[src/rtl/rtc_i2c_pkg.sv]
package rtc_i2c_pkg;
   typedef enum logic [2:0] {
      ST_IDLE,   // waiting for START
      ST_ADDR,   // shifting the device address byte
      ST_AACK,   // driving the address acknowledge
      ST_RX,     // receiving a word address or data byte
      ST_RACK,   // driving the acknowledge of a received byte
      ST_TX,     // driving a data byte
      ST_MACK    // sampling the master acknowledge
   } bus_st_t;
endpackage

[src/rtl/rtc_i2c_sync.sv]
module rtc_i2c_sync #(
   parameter int STAGES = 2
) (
   input  logic clk,
   input  logic rst_n,
   input  logic scl_i,
   input  logic sda_i,
   output logic scl_s,
   output logic sda_s,
   output logic scl_rise,
   output logic scl_fall,
   output logic start_det,
   output logic stop_det
);
   logic scl_p, sda_p;

   if (STAGES < 1) begin : g_bad
      $error("rtc_i2c_sync: STAGES must be at least 1");
   end

   if (STAGES == 1) begin : g_one
      logic scl_r, sda_r;
      always_ff @(posedge clk or negedge rst_n) begin
         if (!rst_n) begin
            scl_r <= 1'b1;
            sda_r <= 1'b1;
         end else begin
            scl_r <= scl_i;
            sda_r <= sda_i;
         end
      end
      assign scl_s = scl_r;
      assign sda_s = sda_r;
   end else begin : g_chain
      logic [STAGES-1:0] scl_sh, sda_sh;
      always_ff @(posedge clk or negedge rst_n) begin
         if (!rst_n) begin
            scl_sh <= '1;
            sda_sh <= '1;
         end else begin
            scl_sh <= {scl_sh[STAGES-2:0], scl_i};
            sda_sh <= {sda_sh[STAGES-2:0], sda_i};
         end
      end
      assign scl_s = scl_sh[STAGES-1];
      assign sda_s = sda_sh[STAGES-1];
   end

   always_ff @(posedge clk or negedge rst_n) begin
      if (!rst_n) begin
         scl_p <= 1'b1;
         sda_p <= 1'b1;
      end else begin
         scl_p <= scl_s;
         sda_p <= sda_s;
      end
   end

   assign scl_rise  = scl_s & ~scl_p;
   assign scl_fall  = ~scl_s & scl_p;
   assign start_det = scl_s & scl_p & sda_p & ~sda_s;
   assign stop_det  = scl_s & scl_p & ~sda_p & sda_s;
endmodule

[src/rtl/rtc_i2c_fsm.sv]
module rtc_i2c_fsm
   import rtc_i2c_pkg::*;
#(
   parameter int         AW       = 4,
   parameter logic [6:0] DEV_ADDR = 7'h3A
) (
   input  logic          clk,
   input  logic          rst_n,
   input  logic          scl_s,
   input  logic          sda_s,
   input  logic          scl_rise,
   input  logic          scl_fall,
   input  logic          start_det,
   input  logic          stop_det,
   input  logic [7:0]    rd_data,
   output logic [AW-1:0] ptr,
   output logic          wr_en,
   output logic [AW-1:0] wr_addr,
   output logic [7:0]    wr_data,
   output logic          busy,
   output logic          sda_oe
);
   bus_st_t    st;
   logic [3:0] bitcnt;
   logic [7:0] shreg;
   logic       rw, first, mack;

   always_ff @(posedge clk or negedge rst_n) begin
      if (!rst_n) begin
         st      <= ST_IDLE;
         bitcnt  <= '0;
         shreg   <= '0;
         rw      <= 1'b0;
         first   <= 1'b0;
         mack    <= 1'b0;
         ptr     <= '0;
         wr_en   <= 1'b0;
         wr_addr <= '0;
         wr_data <= '0;
         busy    <= 1'b0;
         sda_oe  <= 1'b0;
      end else begin
         wr_en <= 1'b0;
         if (stop_det) begin
            st     <= ST_IDLE;
            busy   <= 1'b0;
            sda_oe <= 1'b0;
         end else if (start_det) begin
            st     <= ST_ADDR;
            bitcnt <= '0;
            sda_oe <= 1'b0;
         end else begin
            unique case (st)
               ST_IDLE: ;
               ST_ADDR: begin
                  if (scl_rise) begin
                     shreg  <= {shreg[6:0], sda_s};
                     bitcnt <= bitcnt + 4'd1;
                  end else if (scl_fall && bitcnt == 4'd8) begin
                     if (shreg[7:1] == DEV_ADDR) begin
                        sda_oe <= 1'b1;
                        rw     <= shreg[0];
                        busy   <= 1'b1;
                        st     <= ST_AACK;
                     end else begin
                        st <= ST_IDLE;
                     end
                  end
               end
               ST_AACK: begin
                  if (scl_fall) begin
                     bitcnt <= '0;
                     if (rw) begin
                        shreg  <= rd_data;
                        sda_oe <= ~rd_data[7];
                        st     <= ST_TX;
                     end else begin
                        sda_oe <= 1'b0;
                        first  <= 1'b1;
                        st     <= ST_RX;
                     end
                  end
               end
               ST_RX: begin
                  if (scl_rise) begin
                     shreg  <= {shreg[6:0], sda_s};
                     bitcnt <= bitcnt + 4'd1;
                  end else if (scl_fall && bitcnt == 4'd8) begin
                     sda_oe <= 1'b1;
                     st     <= ST_RACK;
                     first  <= 1'b0;
                     if (first) begin
                        ptr <= shreg[AW-1:0];
                     end else begin
                        wr_en   <= 1'b1;
                        wr_addr <= ptr;
                        wr_data <= shreg;
                        ptr     <= ptr + 1'b1;
                     end
                  end
               end
               ST_RACK: begin
                  if (scl_fall) begin
                     sda_oe <= 1'b0;
                     bitcnt <= '0;
                     st     <= ST_RX;
                  end
               end
               ST_TX: begin
                  if (scl_rise) begin
                     bitcnt <= bitcnt + 4'd1;
                  end else if (scl_fall) begin
                     if (bitcnt == 4'd8) begin
                        sda_oe <= 1'b0;
                        st     <= ST_MACK;
                     end else begin
                        shreg  <= {shreg[6:0], 1'b0};
                        sda_oe <= ~shreg[6];
                     end
                  end
               end
               ST_MACK: begin
                  if (scl_rise) begin
                     mack <= ~sda_s;
                     if (!sda_s) ptr <= ptr + 1'b1;
                  end else if (scl_fall) begin
                     if (mack) begin
                        shreg  <= rd_data;
                        sda_oe <= ~rd_data[7];
                        bitcnt <= '0;
                        st     <= ST_TX;
                     end else begin
                        st <= ST_IDLE;
                     end
                  end
               end
               default: st <= ST_IDLE;
            endcase
         end
      end
   end

   // the drive toggles only in the low phase of SCL
   assert_sda_low_phase_R12: assert property (@(posedge clk) disable iff (!rst_n)
      !$stable(sda_oe) |-> !scl_s);

   // a master NACK leaves the pointer where it was
   assert_nack_hold_R5: assert property (@(posedge clk) disable iff (!rst_n)
      (st == ST_MACK && scl_rise && sda_s && !stop_det && !start_det) |=> $stable(ptr));

   // the pointer moves only out of the receive or master-ack phases
   assert_ptr_source_R4: assert property (@(posedge clk) disable iff (!rst_n)
      !$stable(ptr) |-> ($past(st) == ST_RX || $past(st) == ST_MACK));
endmodule

[src/rtl/rtc_i2c_regs.sv]
module rtc_i2c_regs #(
   parameter int NREG = 16,
   parameter int NCLK = 8,
   localparam int AW  = $clog2(NREG),
   localparam int LW  = NCLK * 8
) (
   input  logic          clk,
   input  logic          rst_n,
   input  logic          freeze,
   input  logic [LW-1:0] live_time,
   input  logic          live_upd,
   input  logic          wr_en,
   input  logic [AW-1:0] wr_addr,
   input  logic [7:0]    wr_data,
   input  logic [AW-1:0] rd_addr,
   output logic [7:0]    rd_data
);
   logic [LW-1:0]     hold_q;
   logic              pend_q;
   logic              copy_en;
   logic [LW-1:0]     copy_src;
   logic [LW-1:0]     clk_vec;
   logic [NREG*8-1:0] flat;

   always_ff @(posedge clk or negedge rst_n) begin
      if (!rst_n) begin
         hold_q <= '0;
         pend_q <= 1'b0;
      end else if (live_upd) begin
         hold_q <= live_time;
         pend_q <= freeze;
      end else if (!freeze) begin
         pend_q <= 1'b0;
      end
   end

   assign copy_en  = !freeze && (live_upd || pend_q);
   assign copy_src = live_upd ? live_time : hold_q;

   for (genvar k = 0; k < NREG; k++) begin : g_reg
      logic [7:0] q;
      if (k < NCLK) begin : g_clk
         always_ff @(posedge clk or negedge rst_n) begin
            if (!rst_n)                              q <= '0;
            else if (wr_en && wr_addr == AW'(k))     q <= wr_data;
            else if (copy_en)                        q <= copy_src[8*k +: 8];
         end
         assign clk_vec[8*k +: 8] = q;
      end else begin : g_usr
         always_ff @(posedge clk or negedge rst_n) begin
            if (!rst_n)                              q <= '0;
            else if (wr_en && wr_addr == AW'(k))     q <= wr_data;
         end
      end
      assign flat[8*k +: 8] = q;
   end

   assign rd_data = flat[rd_addr*8 +: 8];

   // frozen clock bytes change only through a bus write
   assert_freeze_hold_R9: assert property (@(posedge clk) disable iff (!rst_n)
      (freeze && !wr_en) |=> $stable(clk_vec));

   // an unfrozen strobe lands one cycle later
   assert_live_copy_R8: assert property (@(posedge clk) disable iff (!rst_n)
      (live_upd && !freeze && !wr_en) |=> clk_vec == $past(live_time));

   // a held update is applied as soon as the freeze lifts
   assert_catchup_R10: assert property (@(posedge clk) disable iff (!rst_n)
      (pend_q && !freeze && !live_upd && !wr_en) |=> clk_vec == $past(hold_q));
endmodule

[src/rtl/rtc_i2c_slave.sv]
module rtc_i2c_slave #(
   parameter logic [6:0] DEV_ADDR    = 7'h3A,
   parameter int         NUM_REGS    = 16,
   parameter int         CLK_REGS    = 8,
   parameter int         SYNC_STAGES = 2,
   localparam int        AW          = $clog2(NUM_REGS),
   localparam int        LW          = CLK_REGS * 8
) (
   input  logic          clk,
   input  logic          rst_n,
   input  logic          scl_i,
   input  logic          sda_i,
   output logic          sda_oe,
   input  logic [LW-1:0] live_time,
   input  logic          live_upd
);
   if (NUM_REGS < 2 || NUM_REGS > 256 || (1 << AW) != NUM_REGS) begin : g_chk_nreg
      $error("rtc_i2c_slave: NUM_REGS must be a power of two in 2..256");
   end
   if (CLK_REGS < 1 || CLK_REGS > NUM_REGS) begin : g_chk_nclk
      $error("rtc_i2c_slave: CLK_REGS must lie in 1..NUM_REGS");
   end

   logic          scl_s, sda_s, scl_rise, scl_fall, start_det, stop_det;
   logic [AW-1:0] ptr, wr_addr;
   logic          wr_en, busy, freeze;
   logic [7:0]    wr_data, rd_data;

   rtc_i2c_sync #(.STAGES(SYNC_STAGES)) u_sync (
      .clk(clk), .rst_n(rst_n), .scl_i(scl_i), .sda_i(sda_i),
      .scl_s(scl_s), .sda_s(sda_s), .scl_rise(scl_rise), .scl_fall(scl_fall),
      .start_det(start_det), .stop_det(stop_det)
   );

   rtc_i2c_fsm #(.AW(AW), .DEV_ADDR(DEV_ADDR)) u_fsm (
      .clk(clk), .rst_n(rst_n), .scl_s(scl_s), .sda_s(sda_s),
      .scl_rise(scl_rise), .scl_fall(scl_fall),
      .start_det(start_det), .stop_det(stop_det), .rd_data(rd_data),
      .ptr(ptr), .wr_en(wr_en), .wr_addr(wr_addr), .wr_data(wr_data),
      .busy(busy), .sda_oe(sda_oe)
   );

   assign freeze = busy && ({1'b0, ptr} < (AW+1)'(CLK_REGS));

   rtc_i2c_regs #(.NREG(NUM_REGS), .NCLK(CLK_REGS)) u_regs (
      .clk(clk), .rst_n(rst_n), .freeze(freeze),
      .live_time(live_time), .live_upd(live_upd),
      .wr_en(wr_en), .wr_addr(wr_addr), .wr_data(wr_data),
      .rd_addr(ptr), .rd_data(rd_data)
   );
endmodule

[config.mk]
export PLATFORM = sky130hd
export DESIGN_NAME = rtc_i2c_slave
export DESIGN_NICKNAME = d
export VERILOG_FILES = /design/src/rtl/rtc_i2c_pkg.sv /design/src/rtl/rtc_i2c_sync.sv /design/src/rtl/rtc_i2c_fsm.sv /design/src/rtl/rtc_i2c_regs.sv /design/src/rtl/rtc_i2c_slave.sv
export SDC_FILE = /design/constraint.sdc
export NUM_CORES = 1
export LEC_CHECK = 0
export ABC_AREA = 1
export BUFFER_PORTS_ARGS = -buffer_cell sky130_fd_sc_hd__buf_2
export CAP_MARGIN = 20
export CELL_PAD_IN_SITES_DETAIL_PLACEMENT = 0
export CELL_PAD_IN_SITES_GLOBAL_PLACEMENT = 1
export CORE_MARGIN = 2
export CORE_UTILIZATION = 25
export DETAILED_ROUTE_END_ITERATION = 6
export PLACE_DENSITY = 0.47
export SLEW_MARGIN = 0
export SYNTH_ARGS = -nofsm -noshare
export SYNTH_HDL_FRONTEND = slang
export SYNTH_HIERARCHICAL = 1
export SYNTH_SLANG_ARGS = --single-unit
export TNS_END_PERCENT = 10
[constraint.sdc]
create_clock -name clk -period 3.6 [get_ports clk]
set_input_delay 0.54 -clock clk [delete_from_list [all_inputs] [get_ports clk]]
set_output_delay 0.54 -clock clk [all_outputs]
set_load 0.05 [all_outputs]
Word-level counts from Yosys, hierarchy flattened
Cells that the tools add are included.

word-level totals
  bits in latches = 0
  memory bits (writable) = 0
  input bits = 69
  memories kept = 0
  bits in read-only memories = 0
  output and inout bits = 1
  register bits after elaboration = 236

operators by class
  shift operators = 1
  reduce and logical (&&, ||, !) cells = 52
  multipliers = 0
  div/mod/pow operators = 0
  multiplexer cells = 90
  add/sub/neg operators = 2
  $lt $le $gt $ge = 1
  equal/unequal tests = 59
  bitwise logic cells = 17

operator list
  operator             number
  $mux 8               25
  $shiftx 128x8->8     1
  $mux 64              1
  $mux 3               15
  $mux 4               11
  $eq 4x4->1 const B   9
  $ne 4x3->1 const B   9
  $pmux 8 s4           1
  $mux 1               31
  $reduce_bool 2->1    13
  $reduce_and 12->1    2
  $pmux 3 s7           1
  $reduce_and 7->1     3
  $logic_and 1x1->1    19
  $ne 2x1->1 const B   9
  $eq 4x3->1 const B   4
  $ne 2x2->1 const B   8
  $ne 4x4->1 const B   4
  $reduce_and 13->1    1
  $pmux 4 s3           1
  $reduce_and 6->1     2
  $not 1->1            10
  $eq 3x3->1 const B   3
  $add 4x1->4 const B  2
  other kinds (24)     37

Longest topological paths before layout
Gate-level depths: netlist of run 1.

  word-level depth = 8
  mapped depth = 14
  mapped depth without buffers = 13

Modules after synthesis
Netlist of run 1, hierarchy kept.

modules (own cells, without submodules)
  module         cells each  area each (um^2)  times used
  rtc_i2c_regs   1218        9341.5            1
  rtc_i2c_fsm    315         2302.2            1
  rtc_i2c_sync   17          198.9             1
  rtc_i2c_slave  2           10.0              1

Worst setup path before layout of run 1
Ideal clock, no wire load.

  path kind = register to register
  start = register u_fsm.ptr[2]
  end = register u_fsm.sda_oe
  setup slack = 1.928 ns
  stages on the path, launching flop included = 14
  arrival time = 1.606 ns
  path buffers = 2
  period minus slack after synthesis = 1.672 ns
  required time = 3.534 ns
  library setup time = 0.066 ns
  cells stage by stage = dfrtp_1 -> buf_2 -> inv_1 -> clkbuf_1 -> nand3_1 -> nand3_1 -> nand2_1 -> inv_1 -> o211ai_1 -> nand3_1 -> nand2_1 -> inv_1 -> nand3_1 -> nand2_1

between the ends
  cells in the longest elaborated chain, start to end = 8
  elaborated cells between the ends (all ways) = 10
  those cells by class = shift (1); mux (8); bitwise (1)

RTL lines
  what                    RTL line                               text
  start, declared         rtc_i2c_fsm.sv:16                      output logic [AW-1:0] ptr,
  start signal, assigned  rtc_i2c_fsm.sv:93                      ptr <= shreg[AW-1:0];
  start signal, assigned  rtc_i2c_fsm.sv:98                      ptr <= ptr + 1'b1;
  start signal, assigned  rtc_i2c_fsm.sv:125                     if (!sda_s) ptr <= ptr + 1'b1;
  $shiftx 128x8->8 *      rtc_i2c_regs.sv:58                     assign rd_data = flat[rd_addr*8 +: 8];
  via rd_data[7]          rtc_i2c_slave.sv:27                    logic [7:0] wr_data, rd_data;
  $not 1->1 *             rtc_i2c_fsm.sv:75, rtc_i2c_fsm.sv:129
  $mux 1                  rtc_i2c_fsm.sv:127                     if (mack) begin
  $mux 1                  rtc_i2c_fsm.sv:126                     end else if (scl_fall) begin
  $mux 1                  rtc_i2c_fsm.sv:123                     if (scl_rise) begin
  $pmux 1 s6 *            rtc_i2c_fsm.sv:53                      unique case (st)
  $mux 1 *                rtc_i2c_fsm.sv:48                      end else if (start_det) begin
  $mux 1 *                rtc_i2c_fsm.sv:44                      if (stop_det) begin
  end signal, assigned    rtc_i2c_fsm.sv:75                      sda_oe <= ~rd_data[7];
  end signal, assigned    rtc_i2c_fsm.sv:118                     sda_oe <= ~shreg[6];
  end signal, assigned    rtc_i2c_fsm.sv:129                     sda_oe <= ~rd_data[7];
  end, declared           rtc_i2c_fsm.sv:21                      output logic sda_oe

Mark *: on every way through the listed nets, which the timed path passes. The rest lies on a longest branch. The select of a mux whose other input is x is not followed.
A chain may end at the register's enable or synchronous reset.

Final worst setup path of run 1
  start = register u_sync.scl_p
  end = register u_fsm.wr_data[1]

between the ends
  elaborated cells between the ends (all ways) = 13
  those cells by class = bitwise (11); reduce/logical (2)

RTL lines
  what                               RTL line             text
  start, declared                    rtc_i2c_sync.sv:15   logic scl_p, sda_p;
  start signal, assigned             rtc_i2c_sync.sv:54   scl_p <= scl_s;
  $and 1x1->1                        rtc_i2c_sync.sv:60   assign scl_fall = ~scl_s & scl_p;
  via scl_fall                       rtc_i2c_slave.sv:24  logic scl_s, sda_s, scl_rise, scl_fall, start_det, stop_det;
  $logic_and 1x1->1                  rtc_i2c_fsm.sv:88    end else if (scl_fall && bitcnt == 4'd8) begin
  $reduce_and 6->1 (no source line)  --
  end signal, assigned               rtc_i2c_fsm.sv:97    wr_data <= shreg;
  end, declared                      rtc_i2c_fsm.sv:19    output logic [7:0] wr_data,

The timed path passes the listed nets, and every way through them passes these cells.

==> results of run 1 <==
worst paths after layout:
kind | startpoint | end | slack [ns] | cells after the start
max | u_sync/scl_p | u_fsm/wr_data[1] | 1.03 | 6
min | rst_n | u_fsm/st[0] | -0.006 | 1
max reg2reg | u_sync/scl_p | u_fsm/wr_data[1] | 1.03 | 6
min reg2reg | u_sync/g_chain.scl_sh[0] | u_sync/g_chain.scl_sh[1] | 0.36 | 0
max in group asynchronous | rst_n | u_regs/g_reg[8].q[5] | 2.76 | 2
min in group clk | sda_i | u_sync/g_chain.sda_sh[0] | 0.07 | 1
power by group:
group / switching (mW) / internal (mW) / total [mW]
Combinational: 0.459 / 0.206 / 0.665
Sequential: 0.0832 / 2.84 / 2.93
Clock: 1.23 / 2.02 / 3.25
Total: 1.77 / 5.07 / 6.84
cells in the mapped netlist:
cell type / count / area, um2
nand3b_1: 1 / 7.510
nor3_2: 1 / 10.01
nand2_2: 11 / 68.82
o211ai_1: 49 / 367.9
o21ai_1: 4 / 20.02
nand2_1: 592 / 2222
buf_2: 35 / 175.2
inv_2: 10 / 37.54
nand3_1: 227 / 1136
nor2_4: 7 / 78.83
a21oi_4: 2 / 32.53
ha_1: 3 / 37.54
nand2_4: 2 / 22.52
o21ai_2: 4 / 35.03
dfrtp_1: 230 / 5756
inv_1: 180 / 675.7
nand4_1: 5 / 31.28
buf_6: 7 / 78.83
o21ai_0: 91 / 455.4
xnor2_1: 1 / 8.760
inv_6: 1 / 8.760
nor2_1: 34 / 127.6
buf_1: 3 / 11.26
nor2_2: 6 / 37.54
nand3_4: 2 / 35.03
nand3_2: 6 / 60.06
nor3_1: 1 / 5.000
clkbuf_1: 19 / 71.32
or2_1: 1 / 6.260
or2_2: 1 / 6.260
buf_4: 2 / 15.01
a21oi_1: 4 / 20.02
dfstp_2: 6 / 157.7
xor2_1: 3 / 26.28
a21boi_0: 1 / 7.510
layer usage:
layer  GRT usage, %  wire length, um  vias to the layer above
met5              0                0                        -
met4          3.901              736                        0
met3          1.895             1259                       38
met2          27.03            18380                      128
met1          22.68            19050                     4762
li1               -                -                     5030
stage by stage:
stage          cell area, um2  std cells  util [%]
6_report                13860       2236     29.71
5_1_grt                 13860       2236     29.71
4_1_cts                 13860       2236     29.71
3_5_place_dp            12790       2180     27.41
3_3_place_gp            12790       2180     27.41
2_1_floorplan           11850       1552         -
flip-flops by register name (all words and copies together) (netlist names):
name,cells
u_fsm/wr_en,1
u_fsm/busy,1
u_sync/g_chain.scl_sh,2
u_fsm/mack,1
u_fsm/first,1
u_sync/g_chain.sda_sh,2
u_regs/hold_q,64
u_fsm/bitcnt,4
u_sync/sda_p,1
u_fsm/shreg,8
u_sync/scl_p,1
u_fsm/ptr,4
u_fsm/wr_addr,4
u_fsm/rw,1
u_regs/pend_q,1
u_regs/g.q,128
u_fsm/wr_data,8
u_fsm/st,3
u_fsm/sda_oe,1
layout make-up:
type	instances	area, um2	share of cell area, %
sequential	236	5914	42.67
clock buffer	39	855.8	6.174
inverter	191	721.9	5.208
clock inverter	17	216.5	1.562
multi-input combinational	1059	4866	35.10
tap	607	759.5	5.479
timing repair buffer	87	528.0	3.809
worst reg2reg max path, delay by kind of cell (launching register included):
kind / cells / cell delay (ns)
AO/OA/AOI/OAI: 1 / 0.39
flip-flops: 1 / 0.54
AND/OR/NAND/NOR: 3 / 1.33
buffers and inverters: 2 / 0.19
cell usage in the layout (no fill, tap or decap), types with 3 or more instances in the layout:
cell	instances
dfstp_2	6
nand2_1	592
inv_1	180
nand4_1	5
a21oi_1	4
nand3_1	227
o211ai_1	49
buf_2	68
nand3_2	6
ha_1	3
inv_2	10
o21ai_2	4
clkbuf_8	5
clkinv_2	10
clkbuf_1	3
buf_4	15
clkbuf_16	31
nor2_4	7
xor2_1	3
nor2_1	34
bufinv_16	5
buf_12	3
dfrtp_1	229
nor2_2	6
o21ai_0	91
nand2_2	11
o21ai_1	4
logic make-up (layout without fill, tap and decap cells):
family                     Yosys count  after routing  synth area share, %
DFF                                236            236                49.89
and+or+nand+nor                    897            897                32.52
AOI/OAI and AO/OA                  155            155                7.917
adders and majority gates            3              3               0.3167
xor gates and xnor gates             4              4               0.2956
buffers and inverters              257            334                9.057
==> flow_metrics.tcl, run 1 <==
set metrics [dict create \
    outcome "finished with violations" \
    violations "DRC, hold timing" \
    ir_drop_v 0.0003933 \
    cts_made_buffers 30 \
    start_util_pct 25.40 \
    clkTransAtPathRegs_ns 0.06 \
    arrival_ns 3.02 \
    portBuffers 69 \
    ios 70 \
    cts.path.max_buffers 3 \
    dr_total_vias 9958 \
    powerDensity_nw_per_um2 493.6 \
    drt-wirelength-per-cell_um 17.63 \
    slowest_stage "nand3_1" \
    grt_max_degree 93 \
    num_rows 79 \
    hold_viol 5 \
    clock_latency_ns 0.57 \
    cp.required_ns 4.05 \
    critPathKind "flip-flop to flip-flop" \
    fmax_mhz 389.6 \
    cp_common_cell "inv_1" \
    yosysUniqueCellTypes 35 \
    die_w_um 221.7 \
    synthCells 1552 \
    fillers 5148 \
    core_region_area_um2 46650 \
    h-tree-depth 1 \
    cts_setup_buffers 0 \
    finalClockSkew_ns 0.01753 \
    final.min_clock_period_ns 2.567 \
    syn_to_final_growth_pct 16.95 \
    drt_iter0_drc 692 \
    dp_slack_ns 1.004 \
    cts_hold_buf 0 \
    cts.sinks 236 \
    drive_above_1_share_pct 12.28 \
    drc_errors 8 \
    n_antenna_cell 0 \
    synth_area_um2 11850 \
    grt_pass1_vias 10460 \
    rsz0062_at_grt "false" \
    cts_root_buf "clkbuf_16" \
    setup_viol 0 \
    cts_resized 0 \
    worst_slack_ns 1.033 \
    cts_tree "built" \
    synth-seq-cells 236 \
    relSlewSlack_pct 29.85 \
    die_h_um 221.7 \
    critPathBufInv 2 \
    whs_ns -0.006143 \
    p_leak_nw 6.685 \
    synth_nets 1624 \
    final_nets 1677 \
    tightest_slew_ns 1.052 \
    critPathMaxFanout 21 \
    cp-start-kind "flip-flop" \
    cp_cell_sequence "inv_1 > nor2_1 > nand4_1 > inv_1 > nand3_1 > o21ai_0" \
    drtAntennaViolNets 0 \
    end_kind "flip-flop" \
    hp-class "input port to async pin" \
    max_stage_delay_ns 0.58 \
    antenna_found_initial 0 \
    die_area_um2 49170 \
    total_power_mw 6.842 \
    ys_seq_area_share_pct 49.89 \
    slew_violations 0 \
    tns_ns 0 \
    period_share_pct 71.29 \
    grt-ovfl-total 0 \
    yosysWarnings 6 \
    drt_pass1_iterations 7 \
    critPathTopFamily "simple AND/OR/NAND/NOR gates" \
    wl_um 39430 \
    grt_pass1_wl_um 62940 \
    hpwl_um 26920 \
    synth_area_per_cell_um2 7.637 \
    max_cap_viol_count 0 \
    via_per_inst 4.453 \
    gp_congestion 0.7801 \
    grt_usage_pct 16.30 \
]
Power figures use the tool's default switching activity.
==> run 2: changes to the inputs <==
Clock period 3.6 ns to 2.48 ns, I/O delays scaled along.
==> flow_metrics.tcl, run 2 (synthesis gave the netlist of run 1 again) <==
set metrics [dict create \
    slew_violations 0 \
    cp-start-kind "flip-flop" \
    hpwl_um 28200 \
    drt_iter0_drc 667 \
    period_share_pct 82.33 \
    grt_usage_pct 16.27 \
    gp_congestion 0.8100 \
    cts_hold_buf 3 \
    reg2reg_depth 11 \
    drt_pass1_iterations 7 \
    portBuffers 69 \
    top_register "u_regs/g.q" \
    fillers 5141 \
    netSwitchingPower_mw 2.559 \
    die_h_um 221.7 \
    top_regs "u_regs/g.q: 128 flops, u_regs/hold_q: 64 flops" \
    grt-ovfl-total 0 \
    layout_common_cells "nand2_1, dfrtp_1, nand3_1" \
    relSlewSlack_pct 48.56 \
    fmax_mhz 489.7 \
    drtAntennaViolNets 0 \
    cts_resized 0 \
    via_per_inst 4.410 \
    final.min_clock_period_ns 2.042 \
    cts.path.max_buffers 3 \
    core_region_area_um2 46650 \
    p_clk_share_pct 47.2 \
    drc_errors 8 \
    cts_tree "built" \
    cp-endpoint "u_fsm/shreg[3]" \
    rsz0062_at_grt "false" \
    pwr-share-comb_pct 9.9 \
    arrival_ns 2.50 \
    die_w_um 221.7 \
    violations "DRC" \
    hold_viol 0 \
    hp-class "input port to flip-flop" \
    critPathKind "flip-flop to flip-flop" \
    end_kind "flip-flop" \
    seqPwrFrac_pct 42.9 \
    h-tree-depth 1 \
    largest_reg_flops 128 \
    rrSetupSlack_ns 0.44 \
    cts_setup_buffers 0 \
    cts.sinks 236 \
    powerDensity_nw_per_um2 703.9 \
    drt-wirelength-per-cell_um 17.61 \
    worst_slack_ns 0.4381 \
    wl_um 39770 \
    setup_viol 0 \
    drive_above_1_share_pct 13.20 \
    tns_ns 0 \
    routed-wl-met2_um 18250 \
    finalClockSkew_ns 0.01053 \
    met3_length_um 1303 \
    tightest_slew_ns 0.7716 \
    reg2reg_to "u_fsm/shreg[3]" \
    dp_slack_ns 0.4471 \
    grt_pass1_wl_um 62450 \
    max_cap_viol_count 0 \
    num_rows 79 \
    switching_share_pct 25.85 \
    ir_drop_v 0.0005964 \
    final_common_cell "nand2_1" \
    clkTransAtPathRegs_ns 0.06 \
    syn_to_final_growth_pct 18.67 \
    grt_pass1_vias 10330 \
    n_antenna_cell 0 \
    cts_root_buf "clkbuf_16" \
    worstReg2RegStart "u_sync/g_chain.sda_sh[1]" \
    critPathMaxFanout 9 \
    clock_latency_ns 0.57 \
    dr_total_vias 9963 \
    final_nets 1700 \
    met1_length_um 19510 \
    cts_made_buffers 30 \
    ios 70 \
    outcome "finished with violations" \
    crit_start "u_sync/g_chain.sda_sh[1]" \
    dr.max_layer_used "met4" \
    start_util_pct 25.40 \
    internal-power_mw 7.342 \
    p_leak_nw 6.790 \
    cp.required_ns 2.94 \
    grt_max_degree 79 \
    antenna_found_initial 0 \
    die_area_um2 49170 \
]
-- run 2: cell count changes in the layout (fill, tap and decap cells not counted), moves of 2 or more --
cell           delta
buf_4            +18
clkbuf_8          +6
clkinv_2          -6
dlygate4sd3_1     +3
buf_12            +2
bufinv_16         -2
clkbuf_1          +2
-- run 2: routing by layer --
layer	vias up	global-route usage, %
met5	-	0
met4	0	3.858
met3	38	1.988
met2	131	26.62
met1	4720	22.89
li1	5074	-
-- run 2: cell type report --
class,count,area [um2],share of cell area (%)
flip-flops and latches,236,5914,42.05
repair buffers,110,733.2,5.213
multi-input cells,1059,4866,34.59
clock buffers,47,945.9,6.725
clock inverters,9,125.1,0.8895
well taps,607,759.5,5.399
inverters,191,721.9,5.133
-- run 2: power groups by stage --
stage / Clock (mW) / Sequential, mW / Combinational, mW
after floorplan: 0 / 4.30 / 0.576
after global placement: 0 / 4.32 / 1.01
after detailed placement: 0 / 4.32 / 1.01
after CTS: 4.85 / 4.25 / 1.02
after global routing: 4.99 / 4.28 / 1.13
final: 4.67 / 4.25 / 0.984
-- run 2: critical path, stage by stage (launching register included) --
cell and delay, ns:
dfstp_2 0.57, inv_1 0.05, nand2_1 0.06, nor2_1 0.05, inv_1 0.18, nand2_2 0.15, inv_2 0.17, o21ai_1 0.12
a21oi_4 0.30, nand2_4 0.13, nand2_1 0.08, nand2_1 0.05
-- run 2: how the worst min path moves through the flow --
stage,from,to,slack (ns),cells after the start
after global placement,u_sync/g_chain.scl_sh[0],u_sync/g_chain.scl_sh[1],0.35,0
final,live_time[10],u_regs/hold_q[10],0.04,3
after CTS,live_time[26],u_regs/hold_q[26],0.01,3
after detailed placement,u_sync/g_chain.scl_sh[0],u_sync/g_chain.scl_sh[1],0.35,0
after floorplan,rst_n,u_fsm/bitcnt[0],0.08,0
after global routing,live_time[18],u_regs/hold_q[18],0.03,3
-- run 2: metrics by stage --
stage	area, um2	hold slack, ns	util, %	instances	power (mW)
6_report	14070	0.04217	30.15	2259	9.902
4_1_cts	14070	0.01116	30.15	2259	10.12
2_1_floorplan	11850	0.07641	-	1552	4.880
3_5_place_dp	12960	0.3476	27.79	2200	5.326
5_1_grt	14070	0.02975	30.15	2259	10.41
3_3_place_gp	12960	0.3471	27.79	2200	5.327
==> run 3: changes to the inputs <==
Clock period 2.48 ns to 2.1 ns, I/O delays scaled along.
==> flow_metrics.tcl, run 3 (synthesis gave the netlist of run 1 again) <==
set metrics [dict create \
    grt_max_degree 66 \
    hold_viol 0 \
    num_rows 79 \
    dr_total_vias 10340 \
    top_register "u_regs/g.q" \
    die_h_um 221.7 \
    fmax_mhz 527.4 \
    fillers 5096 \
    cts_made_buffers 30 \
    top_regs "u_regs/g.q: 128 flops, u_regs/hold_q: 64 flops" \
    syn_to_final_growth_pct 24.35 \
    die_w_um 221.7 \
    slowest_stage "dfstp_2" \
    grt-ovfl-total 0 \
    slew_violations 0 \
    total_power_mw 11.52 \
    cp_cell_sequence "inv_1 > nand2_1 > nor2_1 > inv_2 > nand2_2 > inv_2 > o21ai_1 > a21oi_4 > nand2_4 > nand2_1 > nand2_1" \
    reg2reg_to "u_fsm/shreg[7]" \
    drc_errors 8 \
    core_region_area_um2 46650 \
    cp_common_cell "nand2_1" \
    end_kind "flip-flop" \
    crit_start "u_sync/g_chain.sda_sh[1]" \
    cts_tree "built" \
    critPathMaxFanout 9 \
    setup_viol 0 \
    start_util_pct 25.40 \
    gp_congestion 0.8193 \
    hpwl_um 29640 \
    whs_ns 0.02175 \
    rrSetupSlack_ns 0.20 \
    drt_pass1_iterations 6 \
    drtAntennaViolNets 0 \
    ios 70 \
    clock_latency_ns 0.57 \
    antenna_found_initial 0 \
    largest_reg_flops 128 \
    grt_pass1_vias 10670 \
    grt_pass1_wl_um 64710 \
    cts_setup_buffers 0 \
    cts.path.max_buffers 3 \
    drive_above_1_share_pct 14.19 \
    cp-endpoint "u_fsm/shreg[7]" \
    rsz0062_at_grt "false" \
    grtUsageMet1_pct 23.23 \
    relSlewSlack_pct 52.13 \
    tightest_slew_ns 0.7180 \
    tns_ns 0 \
    ir_drop_v 0.0005865 \
    p_leak_nw 7.114 \
    drt_iter0_drc 743 \
    portBuffers 69 \
    reg2reg_depth 11 \
    final_nets 1775 \
    cts_root_buf "clkbuf_16" \
    die_area_um2 49170 \
    max_stage_delay_ns 0.57 \
    drt-wirelength-per-cell_um 17.66 \
    period_share_pct 90.30 \
    finalClockSkew_ns 0.01846 \
    final_common_cell "nand2_1" \
    grtUsageMet3_pct 1.816 \
    violations "DRC" \
    grt_usage_pct 16.89 \
    critPathKind "flip-flop to flip-flop" \
    post-route-util_pct 31.59 \
    arrival_ns 2.35 \
    cts.sinks 236 \
    top_usage_layer "met2" \
    max_cap_viol_count 0 \
    wl_um 41200 \
    powerDensity_nw_per_um2 781.4 \
    use_met2_pct 28.57 \
    clkTransAtPathRegs_ns 0.06 \
    h-tree-depth 1 \
    worstReg2RegStart "u_sync/g_chain.sda_sh[1]" \
    n_antenna_cell 0 \
    cp-start-kind "flip-flop" \
    cp.required_ns 2.55 \
    hp-class "input port to flip-flop" \
    outcome "finished with violations" \
    final.min_clock_period_ns 1.896 \
    layout_common_cells "nand2_1, dfrtp_1, nand3_1" \
    via_per_inst 4.433 \
]
[run 3: cell count changes in the layout (fill, tap and decap cells not counted)]
| cell | before | now |
|---|---|---|
| nor2_1 | 34 | 33 |
| bufinv_16 | 3 | 2 |
| inv_2 | 10 | 11 |
| clkbuf_8 | 11 | 7 |
| dlygate4sd3_1 | 3 | 52 |
| nor2_2 | 6 | 7 |
| buf_4 | 33 | 55 |
| inv_1 | 180 | 179 |
| buf_12 | 5 | 9 |
| clkinv_2 | 4 | 8 |
[run 3: worst min path at each step]
| stage | from | end | slack [ns] | cells after the start |
|---|---|---|---|---|
| after detailed placement | rst_n | u_fsm/sda_oe | 0.35 | 1 |
| final | live_time[34] | u_regs/hold_q[34] | 0.02 | 3 |
| after global routing | live_time[39] | u_regs/hold_q[39] | 0.01 | 3 |
| after floorplan | rst_n | u_fsm/bitcnt[0] | 0.02 | 0 |
| after CTS | live_time[19] | u_regs/hold_q[19] | 0.0003 | 3 |
| after global placement | u_sync/g_chain.scl_sh[0] | u_sync/g_chain.scl_sh[1] | 0.35 | 0 |
[run 3: cell type report]
class | count | area [um2] | area share (%)
Inverter | 191 | 721.9 | 4.898
Tap cell | 607 | 759.5 | 5.153
Sequential cell | 236 | 5914 | 40.13
Clock inverter | 12 | 115.1 | 0.7810
Clock buffer | 43 | 890.9 | 6.044
Multi-Input combinational cell | 1059 | 4868 | 33.03
Timing Repair Buffer | 185 | 1469 | 9.966
[run 3: worst max-delay path, delay by kind of cell (launching register included)]
family	cells	cell delay, ns
AND/OR/NAND/NOR	6	0.48
AO/OA/AOI/OAI	2	0.42
flip-flops	1	0.57
buffers and inverters	3	0.30
[run 3: stage by stage]
| step | instances | setup WS, ns | cell area (um2) |
|---|---|---|---|
| 3_3_place_gp | 2226 | 0.1890 | 13210 |
| 3_5_place_dp | 2226 | 0.1562 | 13210 |
| 2_1_floorplan | 1552 | 0.4280 | 11850 |
| 5_1_grt | 2333 | 0.06086 | 14740 |
| 6_report | 2333 | 0.2038 | 14740 |
| 4_1_cts | 2333 | 0.1430 | 14740 |
[run 3: layer usage]
layer / part of all wire [%] / up-vias
met5: 0 / -
met4: 1.7 / 0
met3: 2.6 / 41
met2: 48 / 136
met1: 48 / 4951
li1: - / 5214
[run 3: power breakdown]
group | switching (mW) | internal, mW | leakage [nW]
Combinational | 0.839 | 0.440 | 3.56
Clock | 2.05 | 3.17 | 0.498
Sequential | 0.146 | 4.87 | 3.06
Total | 3.03 | 8.48 | 7.11
[run 3: timing repair]
item	in CTS	in global routing
setup endpoints to repair	0	5
endpoints found under the hold margin	104	0
resized for setup	0	2
hold buffers	52	0
